===== config.mk =====
export PLATFORM = sky130hd
export DESIGN_NAME = nand_rdy_wait_mon
export DESIGN_NICKNAME = d
export VERILOG_FILES = /design/src/rtl/nrw_pkg.sv /design/src/rtl/nrw_twb_delay.sv /design/src/rtl/nrw_timeout.sv /design/src/rtl/nand_rdy_wait_mon.sv
export SDC_FILE = /design/constraint.sdc
export NUM_CORES = 1
export LEC_CHECK = 0
export CORE_ASPECT_RATIO = 1.75
export CORE_MARGIN = 3
export CORE_UTILIZATION = 56
export CTS_BUF_LIST = sky130_fd_sc_hd__clkbuf_16
export DETAILED_ROUTE_END_ITERATION = 10
export PLACE_DENSITY = 0.87
export REMOVE_ABC_BUFFERS = 1
export SLEW_MARGIN = 15
export SYNTH_ARGS = -nofsm -noshare
export SYNTH_HDL_FRONTEND = slang
export SYNTH_SLANG_ARGS = --single-unit
export TNS_END_PERCENT = 30

===== constraint.sdc =====
create_clock -name clk -period 2.9 [get_ports clk]
set_input_delay 0.29 -clock clk [delete_from_list [all_inputs] [get_ports clk]]
set_output_delay 0.29 -clock clk [all_outputs]
set_load 0.01 [all_outputs]

===== src/rtl/nrw_pkg.sv =====
package nrw_pkg;

    typedef enum logic [2:0] {
        S_IDLE,
        S_TWB,
        S_PIN,
        S_POLL,
        S_FINAL,
        S_DONE
    } nrw_state_e;

    localparam int STAT_RDY_BIT = 6;

    function automatic logic stat_ready(input logic [7:0] b);
        return b[STAT_RDY_BIT];
    endfunction

endpackage


===== src/rtl/nrw_twb_delay.sv =====
module nrw_twb_delay #(
    parameter int N = 25
) (
    input  logic clk,
    input  logic rst_n,
    input  logic load_i,
    output logic done_o
);
    localparam int W = (N > 1) ? $clog2(N + 1) : 1;

    logic [W-1:0] cnt_q;

    always_ff @(posedge clk or negedge rst_n) begin
        if (!rst_n) begin
            cnt_q <= '0;
        end else if (load_i) begin
            cnt_q <= W'(N - 1);
        end else if (cnt_q != '0) begin
            cnt_q <= cnt_q - 1'b1;
        end
    end

    assign done_o = (cnt_q == '0);

endmodule


===== src/rtl/nrw_timeout.sv =====
module nrw_timeout #(
    parameter int CYC_PER_MS = 250000,
    parameter int LIMIT_MS   = 400
) (
    input  logic clk,
    input  logic rst_n,
    input  logic clr_i,
    input  logic en_i,
    output logic expired_o
);
    localparam int PW = (CYC_PER_MS > 1) ? $clog2(CYC_PER_MS) : 1;
    localparam int MW = $clog2(LIMIT_MS + 1);
    localparam logic [PW-1:0] PRE_LAST = PW'(CYC_PER_MS - 1);
    localparam logic [MW-1:0] MS_LAST  = MW'(LIMIT_MS);

    logic [PW-1:0] pre_q;
    logic [MW-1:0] ms_q;

    always_ff @(posedge clk or negedge rst_n) begin
        if (!rst_n) begin
            pre_q <= '0;
            ms_q  <= '0;
        end else if (clr_i) begin
            pre_q <= '0;
            ms_q  <= '0;
        end else if (en_i && !expired_o) begin
            if (pre_q == PRE_LAST) begin
                pre_q <= '0;
                ms_q  <= ms_q + 1'b1;
            end else begin
                pre_q <= pre_q + 1'b1;
            end
        end
    end

    assign expired_o = (ms_q == MS_LAST);

endmodule


===== src/rtl/nand_rdy_wait_mon.sv =====
module nand_rdy_wait_mon
    import nrw_pkg::*;
#(
    parameter int CYC_PER_MS  = 250000,
    parameter int TIMEOUT_MS  = 400,
    parameter int TWB_CYC     = 25,
    parameter int SYNC_STAGES = 2
) (
    input  logic       clk,
    input  logic       rst_n,
    input  logic       start_i,
    input  logic       use_pin_i,
    input  logic       rb_i,
    output logic       st_req_o,
    output logic       st_cmd_o,
    input  logic       st_ack_i,
    input  logic [7:0] st_data_i,
    output logic       done_o,
    output logic [7:0] status_o,
    output logic       timeout_o,
    output logic       warn_o
);
    nrw_state_e state_q, state_d;

    logic [SYNC_STAGES-1:0] rb_sh;
    logic rb_s;
    logic use_pin_q;
    logic cmd_q;
    logic to_q;
    logic accept;
    logic twb_done;
    logic expired;

    always_ff @(posedge clk or negedge rst_n) begin
        if (!rst_n) rb_sh <= '0;
        else        rb_sh <= {rb_sh[SYNC_STAGES-2:0], rb_i};
    end
    assign rb_s = rb_sh[SYNC_STAGES-1];

    assign accept = (state_q == S_IDLE) && start_i;

    nrw_twb_delay #(.N(TWB_CYC)) u_twb (
        .clk    (clk),
        .rst_n  (rst_n),
        .load_i (accept),
        .done_o (twb_done)
    );

    nrw_timeout #(.CYC_PER_MS(CYC_PER_MS), .LIMIT_MS(TIMEOUT_MS)) u_tmo (
        .clk       (clk),
        .rst_n     (rst_n),
        .clr_i     (accept),
        .en_i      (state_q != S_IDLE),
        .expired_o (expired)
    );

    always_comb begin
        state_d = state_q;
        unique case (state_q)
            S_IDLE:  if (start_i) state_d = S_TWB;
            S_TWB:   if (twb_done) state_d = use_pin_q ? S_PIN : S_POLL;
            S_PIN:   if (rb_s || expired) state_d = S_FINAL;
            S_POLL:  if (st_ack_i && (stat_ready(st_data_i) || expired))
                         state_d = S_FINAL;
            S_FINAL: if (st_ack_i) state_d = S_DONE;
            S_DONE:  state_d = S_IDLE;
            default: state_d = S_IDLE;
        endcase
    end

    always_ff @(posedge clk or negedge rst_n) begin
        if (!rst_n) state_q <= S_IDLE;
        else        state_q <= state_d;
    end

    always_ff @(posedge clk or negedge rst_n) begin
        if (!rst_n) begin
            use_pin_q <= 1'b0;
            cmd_q     <= 1'b0;
            to_q      <= 1'b0;
            done_o    <= 1'b0;
            status_o  <= 8'h00;
            timeout_o <= 1'b0;
            warn_o    <= 1'b0;
        end else begin
            done_o <= 1'b0;
            unique case (state_q)
                S_IDLE: if (start_i) begin
                    use_pin_q <= use_pin_i;
                    cmd_q     <= 1'b1;
                    to_q      <= 1'b0;
                end
                S_PIN: if (rb_s || expired) begin
                    to_q <= !rb_s;
                end
                S_POLL: if (st_ack_i) begin
                    cmd_q <= 1'b0;
                    if (!stat_ready(st_data_i) && expired) to_q <= 1'b1;
                end
                S_FINAL: if (st_ack_i) begin
                    status_o  <= st_data_i;
                    timeout_o <= to_q;
                    warn_o    <= !stat_ready(st_data_i);
                    done_o    <= 1'b1;
                end
                default: ;
            endcase
        end
    end

    assign st_req_o = (state_q == S_POLL) || (state_q == S_FINAL);
    assign st_cmd_o = cmd_q;

endmodule


==> results of run 1 <==
==> critical path, stage by stage (launching register included) <==
cell and delay (ps):
dfrtp_1 450, inv_1 90, ha_1 150, nor4bb_1 460
nand2_1 260, nand4_4 230, nand2_1 310, nor2_1 200
==> power by group <==
part,switching (mW),internal [mW],total (mW)
clock network,0.255,0.315,0.571
registers,0.203,0.907,1.11
logic,0.324,0.322,0.646
total,0.783,1.54,2.33
==> metrics by stage <==
stage / instances / util [%] / power [mW] / area [um^2] / hold WS [ps]
3_5_place_dp: 335 / 66.65 / 1.759 / 2818 / 335.5
5_1_grt: 342 / 69.93 / 2.475 / 2957 / 79.38
6_report: 342 / 69.93 / 2.327 / 2957 / 30.23
3_3_place_gp: 335 / 66.65 / 1.722 / 2818 / 334.4
4_1_cts: 342 / 69.93 / 2.335 / 2957 / 50.19
2_1_floorplan: 259 / - / 1.496 / 2494 / -5.591
==> cell usage after synthesis, drive strengths merged, types with 5 or more instances <==
master / n
o21ai: 10
mux2i: 5
nor2: 22
nor3: 5
nand3: 17
clkbuf: 5
xor2: 14
a21oi: 8
ha: 5
nand2: 58
o211ai: 5
or4: 5
nand4: 8
inv: 8
dfrtp: 51
and3: 6
==> placed cells by master, fill, tap and decap left out, types with 2 or more instances in the layout <==
cell,count
xor2_1,14
nand4b_1,2
nand3_1,17
or4_1,4
and3_2,2
nand2_1,57
nand2b_1,3
and3_1,4
nor2_1,22
a21oi_1,8
or3_1,4
inv_1,8
o21ai_0,10
ha_1,5
o211ai_1,5
dfrtp_1,51
nand4_1,7
mux2i_1,5
clkbuf_16,5
nor4bb_1,2
clkdlybuf4s50_1,25
nor3_1,5
==> how the worst max path moves through the flow <==
stage / startpoint / to / slack [ps]
2_1_floorplan: u_tmo.pre_q[11] / u_tmo.ms_q[4] / 830
3_3_place_gp: u_tmo.pre_q[5] / u_tmo.pre_q[15] / 740
3_5_place_dp: u_tmo.pre_q[5] / u_tmo.pre_q[10] / 660
4_1_cts: u_tmo.ms_q[0] / u_tmo.pre_q[2] / 630
5_1_grt: u_tmo.ms_q[0] / u_tmo.pre_q[2] / 440
6_report: u_tmo.ms_q[0] / u_tmo.pre_q[2] / 650
==> logic make-up (layout without fill, tap and decap cells) <==
| logic type | after synthesis | in the layout | share of synthesized area, % |
|---|---|---|---|
| AND/OR/NAND/NOR | 142 | 142 | 29.37 |
| flip-flops | 51 | 51 | 50.60 |
| AO/OA/AOI/OAI | 32 | 32 | 7.888 |
| buffers and inverters | 16 | 43 | 2.480 |
| XOR/XNOR | 15 | 15 | 5.208 |
| adder cells (fa/ha/maj) | 5 | 5 | 2.480 |
| multiplexers | 5 | 5 | 1.984 |
==> cell type report <==
class	count	area share (%)
clock buffers	5	4.232
clock inverters	2	0.4655
inverters	9	1.143
multi-input cells	199	40.03
flip-flops and latches	51	43.17
well taps	49	2.074
repair buffers	27	8.887
==> flip-flops by register name, summed over array words and instances, names as in the netlist <==
name	flops
u_twb.cnt_q	5
rb_sh	2
use_pin_q	1
u_tmo.pre_q	18
status_o	8
st_cmd_o	1
done_o	1
to_q	1
timeout_o	1
u_tmo.ms_q	9
state_q	3
warn_o	1
==> layer usage <==
metal / vias up / track usage, %
met2: 55 / 38.90
met1: 966 / 23.08
li1: 982 / -
met3: 17 / 3.967
met5: - / 0
met4: 0 / 11.61
==> out/results.tsv, run 1 <==
stage	metric	value	unit
run_status	status	completed	
cells_and_area	drive_gt1_share	6.485	%
detailed_routing	drc_errors	0	
global_routing	grt_pass1_wl	9045	um
global_routing	antenna_found_initial	0	
synthesis	syn_avg_cell_area	9.483	um^2
timing	tightestPinTransition	757.6	ps
detailed_routing	wire_per_inst	15.71	um
timing	finalHoldViolCount	0	
setup_path	path_class	flop to flop	
cells_and_area	synthToLayoutAreaGrowth	17.21	%
timing	rsz0062_at_grt	no	
synthesis	synth-async-reset-ratio	100.0	%
cells_and_area	multiInputGateArea	1184	um^2
synthesis	synthCells	266	
timing	max_slew_margin	49.10	%
detailed_routing	wl_met3	222	um
synthesis	synth-seq-area-share	50.60	%
setup_path	critical_path.max_fanout	14	
detailed_routing	wl_met2	2930	um
power_and_ir_drop	ir_drop	713.4	uV
synthesis	synthTopCellsByArea	dfrtp_1, nand2_1, xor2_1, nand3_1, nor2_1	
synthesis	ys_ff_latch	51	
cells_and_area	fill_cells	305	
detailed_routing	drt-met1-wl	2032	um
setup_path	ff2ff_setup_slack	650	ps
power_and_ir_drop	leakage	1.380	nW
clock_tree	cts.sinks	51	
cells_and_area	seq_area	1276	um^2
placement	io_buffers	26	
cells_and_area	layout.nets	312	
synthesis	yosysWarnings	0	
timing	min_period	2251	ps
clock_tree	hold_buffers	0	
floorplanning	initial_core_util	59.66	%
clock_tree	cts_setup_buffers	0	
clock_tree	cts_buffer_depth	2	
synthesis	netlist_area	2522	um^2
timing	fin_ws	648.9	ps
placement	dp_hpwl	3802	um
floorplanning	die_area	5378	um^2
clock_tree	cts-resized-gates	0	
setup_path	cp.required	3110	ps
global_routing	track_usage	21.43	%
floorplanning	die_y	94.79	um
floorplanning	dieWidth	56.74	um
synthesis	synthFlopType	dfrtp_1	
timing	max_freq	0.4442	GHz
clock_tree	clock_latency	290	ps
timing	drv_slew	0	
clock_tree	clk_pin_slew	70	ps
floorplanning	rows	31	
floorplanning	pin_count	27	
timing	setup_viol	0	
detailed_routing	first_pass_iters	4	
hold_path	hp-class	input port to asynchronous set/reset pin	
power_and_ir_drop	power_density	786.9	nW/um^2
setup_path	cp.arrival	2460	ps
global_routing	grt_pass1_vias	2058	
clock_tree	cts_buffers	5	
synthesis	synth_area_leader_cell	dfrtp_1	
cells_and_area	diodes	0	
detailed_routing	vias_per_cell	5.906	
clock_tree	cts_tree	built	
timing	layout_worst_path_cycle_share	77.62	%
detailed_routing	wirelength	5372	um
setup_path	r2r_start	u_tmo.ms_q[0]	
placement	gp_congestion	0.8073	
timing	finalSetupTns	0	ps
detailed_routing	drt_iter0_markers	71	
detailed_routing	ant_nets	0	
timing	skew	10.03	ps
global_routing	grt_max_degree	32	
setup_path	endpoint_kind	flop	
clock_tree	clockRootBuffer	clkbuf_16	
synthesis	synth.top_cell.area_share	50.60	%
setup_path	cp-start-kind	flop	
setup_path	rr_worst_depth	7	
synthesis	synth_cell_types	46	
placement	pre_cts_ws	662.9	ps
detailed_routing	top_layer	met4	
detailed_routing	vias	2020	
setup_path	r2r-end	u_tmo.pre_q[2]	
clock_tree	htree_num_levels	2	
global_routing	globalRouteOverflowTotal	0	
job	cap_violations	0	
floorplanning	core_area	4228	um^2
synthesis	synth_edf_count	0	
No activity file was read; power rests on OpenSTA's default activity.
==> run 2, diff against run 1 <==
--- a/config.mk
+++ b/config.mk
@@ -7,10 +7,10 @@
 export LEC_CHECK = 0
 export CORE_ASPECT_RATIO = 1.75
 export CORE_MARGIN = 3
-export CORE_UTILIZATION = 56
+export CORE_UTILIZATION = 50
 export CTS_BUF_LIST = sky130_fd_sc_hd__clkbuf_16
 export DETAILED_ROUTE_END_ITERATION = 10
-export PLACE_DENSITY = 0.87
+export PLACE_DENSITY = 0.83
 export REMOVE_ABC_BUFFERS = 1
 export SLEW_MARGIN = 15
 export SYNTH_ARGS = -nofsm -noshare
==> constraint.sdc (replaced) <==
create_clock -name clk -period 1.85 [get_ports clk]
set_input_delay 0.185 -clock clk [delete_from_list [all_inputs] [get_ports clk]]
set_output_delay 0.185 -clock clk [all_outputs]
set_load 0.01 [all_outputs]
==> run 2 against run 1 <==
Against the previous run: the run now ends with negative setup slack left; clock skew decreased by 4.9 ps; clock-buffer cell count unchanged; first-iteration DRC count grew 1.4%; cell count rose by 11%; flip-flop and latch count unchanged; fmax increased by 9.1%; combinational power increased by 100%; power grew 67%; critical path depth decreased by 1; cell area up 12%; wire length rose by 7.4%; largest cell class unchanged.
==> out/results.tsv, run 2 (same netlist as run 1, synthesis figures left out) <==
stage	metric	value	unit
clock_tree	clock_latency	290	ps
global_routing	track_usage	22.12	%
timing	max_slew_margin	57.17	%
setup_path	r2r_start	u_tmo.pre_q[6]	
global_routing	globalRouteOverflowTotal	0	
cells_and_area	diodes	0	
setup_path	critical_path.max_fanout	7	
setup_path	cp-start-kind	flop	
hold_path	hp-class	input port to flop	
timing	fin_ws	-213.0	ps
setup_path	ff2ff_setup_slack	-210	ps
placement	gp_congestion	0.8706	
job	cap_violations	0	
power_and_ir_drop	ir_drop	1076	uV
cells_and_area	final_cell_mix	nand2_1, dfrtp_1, buf_4, clkdlybuf4s50_1, nor2_1	
hold_path	min_to	rb_sh[0]	
detailed_routing	drc_errors	0	
floorplanning	die_area	5967	um^2
timing	tightestPinTransition	637.6	ps
timing	max_freq	0.4847	GHz
setup_path	path_common_cell	or4_4	
placement	io_buffers	26	
floorplanning	pin_count	27	
cells_and_area	final_util	68.94	%
cells_and_area	drive_gt1_share	18.90	%
run_status	status	finished, violations left	
setup_path	r2r-end	u_tmo.ms_q[4]	
setup_path	cp.required	2080	ps
timing	rsz0062_at_grt	yes	
run_status	violations	negative setup slack	
clock_tree	clockRootBuffer	clkbuf_16	
detailed_routing	ant_nets	0	
timing	layout_worst_path_cycle_share	111.5	%
hold_path	hold_path.startpoint	rb_i	
timing	drv_slew	0	
placement	pre_cts_ws	-266.2	ps
timing	min_period	2063	ps
global_routing	grt_max_degree	34	
clock_tree	clk_pin_slew	70	ps
placement	dp_hpwl	4236	um
floorplanning	rows	33	
setup_path	path_class	flop to flop	
setup_path	cp_slowest_cell	or4_4	
global_routing	antenna_found_initial	0	
cells_and_area	fill_cells	345	
timing	setup_viol	26	
detailed_routing	drt_iter0_markers	72	
setup_path	cp_cell_sequence	or4_4 -> nor4_4 -> buf_4 -> nand4_4 -> or4_4 -> nand2_2	
floorplanning	initial_core_util	52.66	%
clock_tree	cts.sinks	51	
global_routing	grt_pass1_vias	2320	
global_routing	grt_pass1_wl	10320	um
detailed_routing	vias	2155	
clock_tree	cts_buffer_depth	2	
setup_path	slowest_delay	560	ps
detailed_routing	wirelength	5772	um
floorplanning	die_y	99.96	um
clock_tree	cts_tree	built	
floorplanning	core_area	4790	um^2
power_and_ir_drop	power_density	1177	nW/um^2
cells_and_area	seq_area	1276	um^2
setup_path	cp.arrival	2290	ps
floorplanning	dieWidth	59.69	um
cells_and_area	largest_reg_flops	18	
cells_and_area	synthToLayoutAreaGrowth	30.90	%
detailed_routing	wire_per_inst	15.19	um
hold_path	hold_depth	1	
cells_and_area	largest_register	u_tmo.pre_q	
clock_tree	cts_buffers	5	
timing	finalHoldViolCount	0	
cells_and_area	final_common_cell	nand2_1	
timing	skew	5.112	ps
cells_and_area	multiInputGateArea	1234	um^2
cells_and_area	layout.nets	346	
clock_tree	htree_num_levels	2	
cells_and_area	top_regs	u_tmo.pre_q: 18 flops, u_tmo.ms_q: 9 flops, status_o: 8 flops	
detailed_routing	vias_per_cell	5.671	
power_and_ir_drop	leakage	1.595	nW
detailed_routing	first_pass_iters	4	
setup_path	endpoint_kind	flop	
setup_path	rr_worst_depth	6	
-- run 2: changes by cell type in the layout (fill, tap and decap cells not counted), moves of 2 or more --
cell     previous run  this run
nand2_2             1         4
nand2_4             0         2
buf_6               0         2
o21ai_0            10         8
buf_12              0         2
nand2_1            57        52
buf_4               1        30
or4_4               1         4
or4_1               4         1
-- run 2: worst max-delay path by stage --
stage | from | end | slack [ps]
2_1_floorplan | u_tmo.pre_q[11] | u_tmo.ms_q[4] | -220
3_3_place_gp | u_tmo.pre_q[10] | u_tmo.ms_q[4] | -250
3_5_place_dp | u_tmo.pre_q[10] | u_tmo.ms_q[4] | -270
4_1_cts | u_tmo.pre_q[8] | u_tmo.ms_q[2] | -200
5_1_grt | u_tmo.pre_q[6] | u_tmo.ms_q[4] | -310
6_report | u_tmo.pre_q[6] | u_tmo.ms_q[4] | -210
-- run 2: per-layer routing --
metal	vias up	track usage (%)	part of all wire, %
li1	1043	-	-
met1	1048	23.65	38
met2	48	40.58	57
met3	16	3.990	2.8
met4	0	9.215	2.4
met5	-	0	0
-- run 2: final cells by class --
type                    instances  share of cell area, %
flip-flops and latches         51                  38.65
repair buffers                 61                  16.71
multi-input cells             199                  37.36
inverters                       9                  1.023
clock inverters                 3                 0.4926
well taps                      52                  1.970
clock buffers                   5                  3.789
-- run 2: report_power, final --
part	switching, mW	internal, mW
logic	0.627	0.672
clock network	0.392	0.494
registers	0.278	1.42
total	1.30	2.59
-- run 2: through the flow --
stage               instance area, um^2  setup TNS [ps]  hold slack, ps  cells  power, mW
floorplan                          2494           -2431          -110.6    259      2.346
global placement                   3079           -2943           156.0    369      2.877
detailed placement                 3079           -3945           152.2    369      2.942
CTS                                3259           -3187           338.4    380      3.857
global route                       3302           -6156           342.2    380      4.140
finish                             3302           -3232           339.7    380      3.886
-- run 2: what timing repair did --
action	CTS	global route
endpoints found under the setup margin	28	29
hold buffers	1	0
buffers inserted	2	0
gates resized for setup	7	14
hold endpoints to repair	18	0
pin swaps	16	5
-- run 2: critical path: cells and delay by family, from the launching register on --
| family | cells | cell delay [ps] |
|---|---|---|
| and+or+nand+nor | 5 | 1430 |
| DFF | 1 | 380 |
| buffers and inverters | 1 | 190 |
==> run 3, diff against run 2 <==
--- a/config.mk
+++ b/config.mk
@@ -5,6 +5,7 @@
 export SDC_FILE = /design/constraint.sdc
 export NUM_CORES = 1
 export LEC_CHECK = 0
+export CAP_MARGIN = 40
 export CORE_ASPECT_RATIO = 1.75
 export CORE_MARGIN = 3
 export CORE_UTILIZATION = 50
==> results of run 3 <==
Final layout, timing and power as in run 2 (identical DEF).
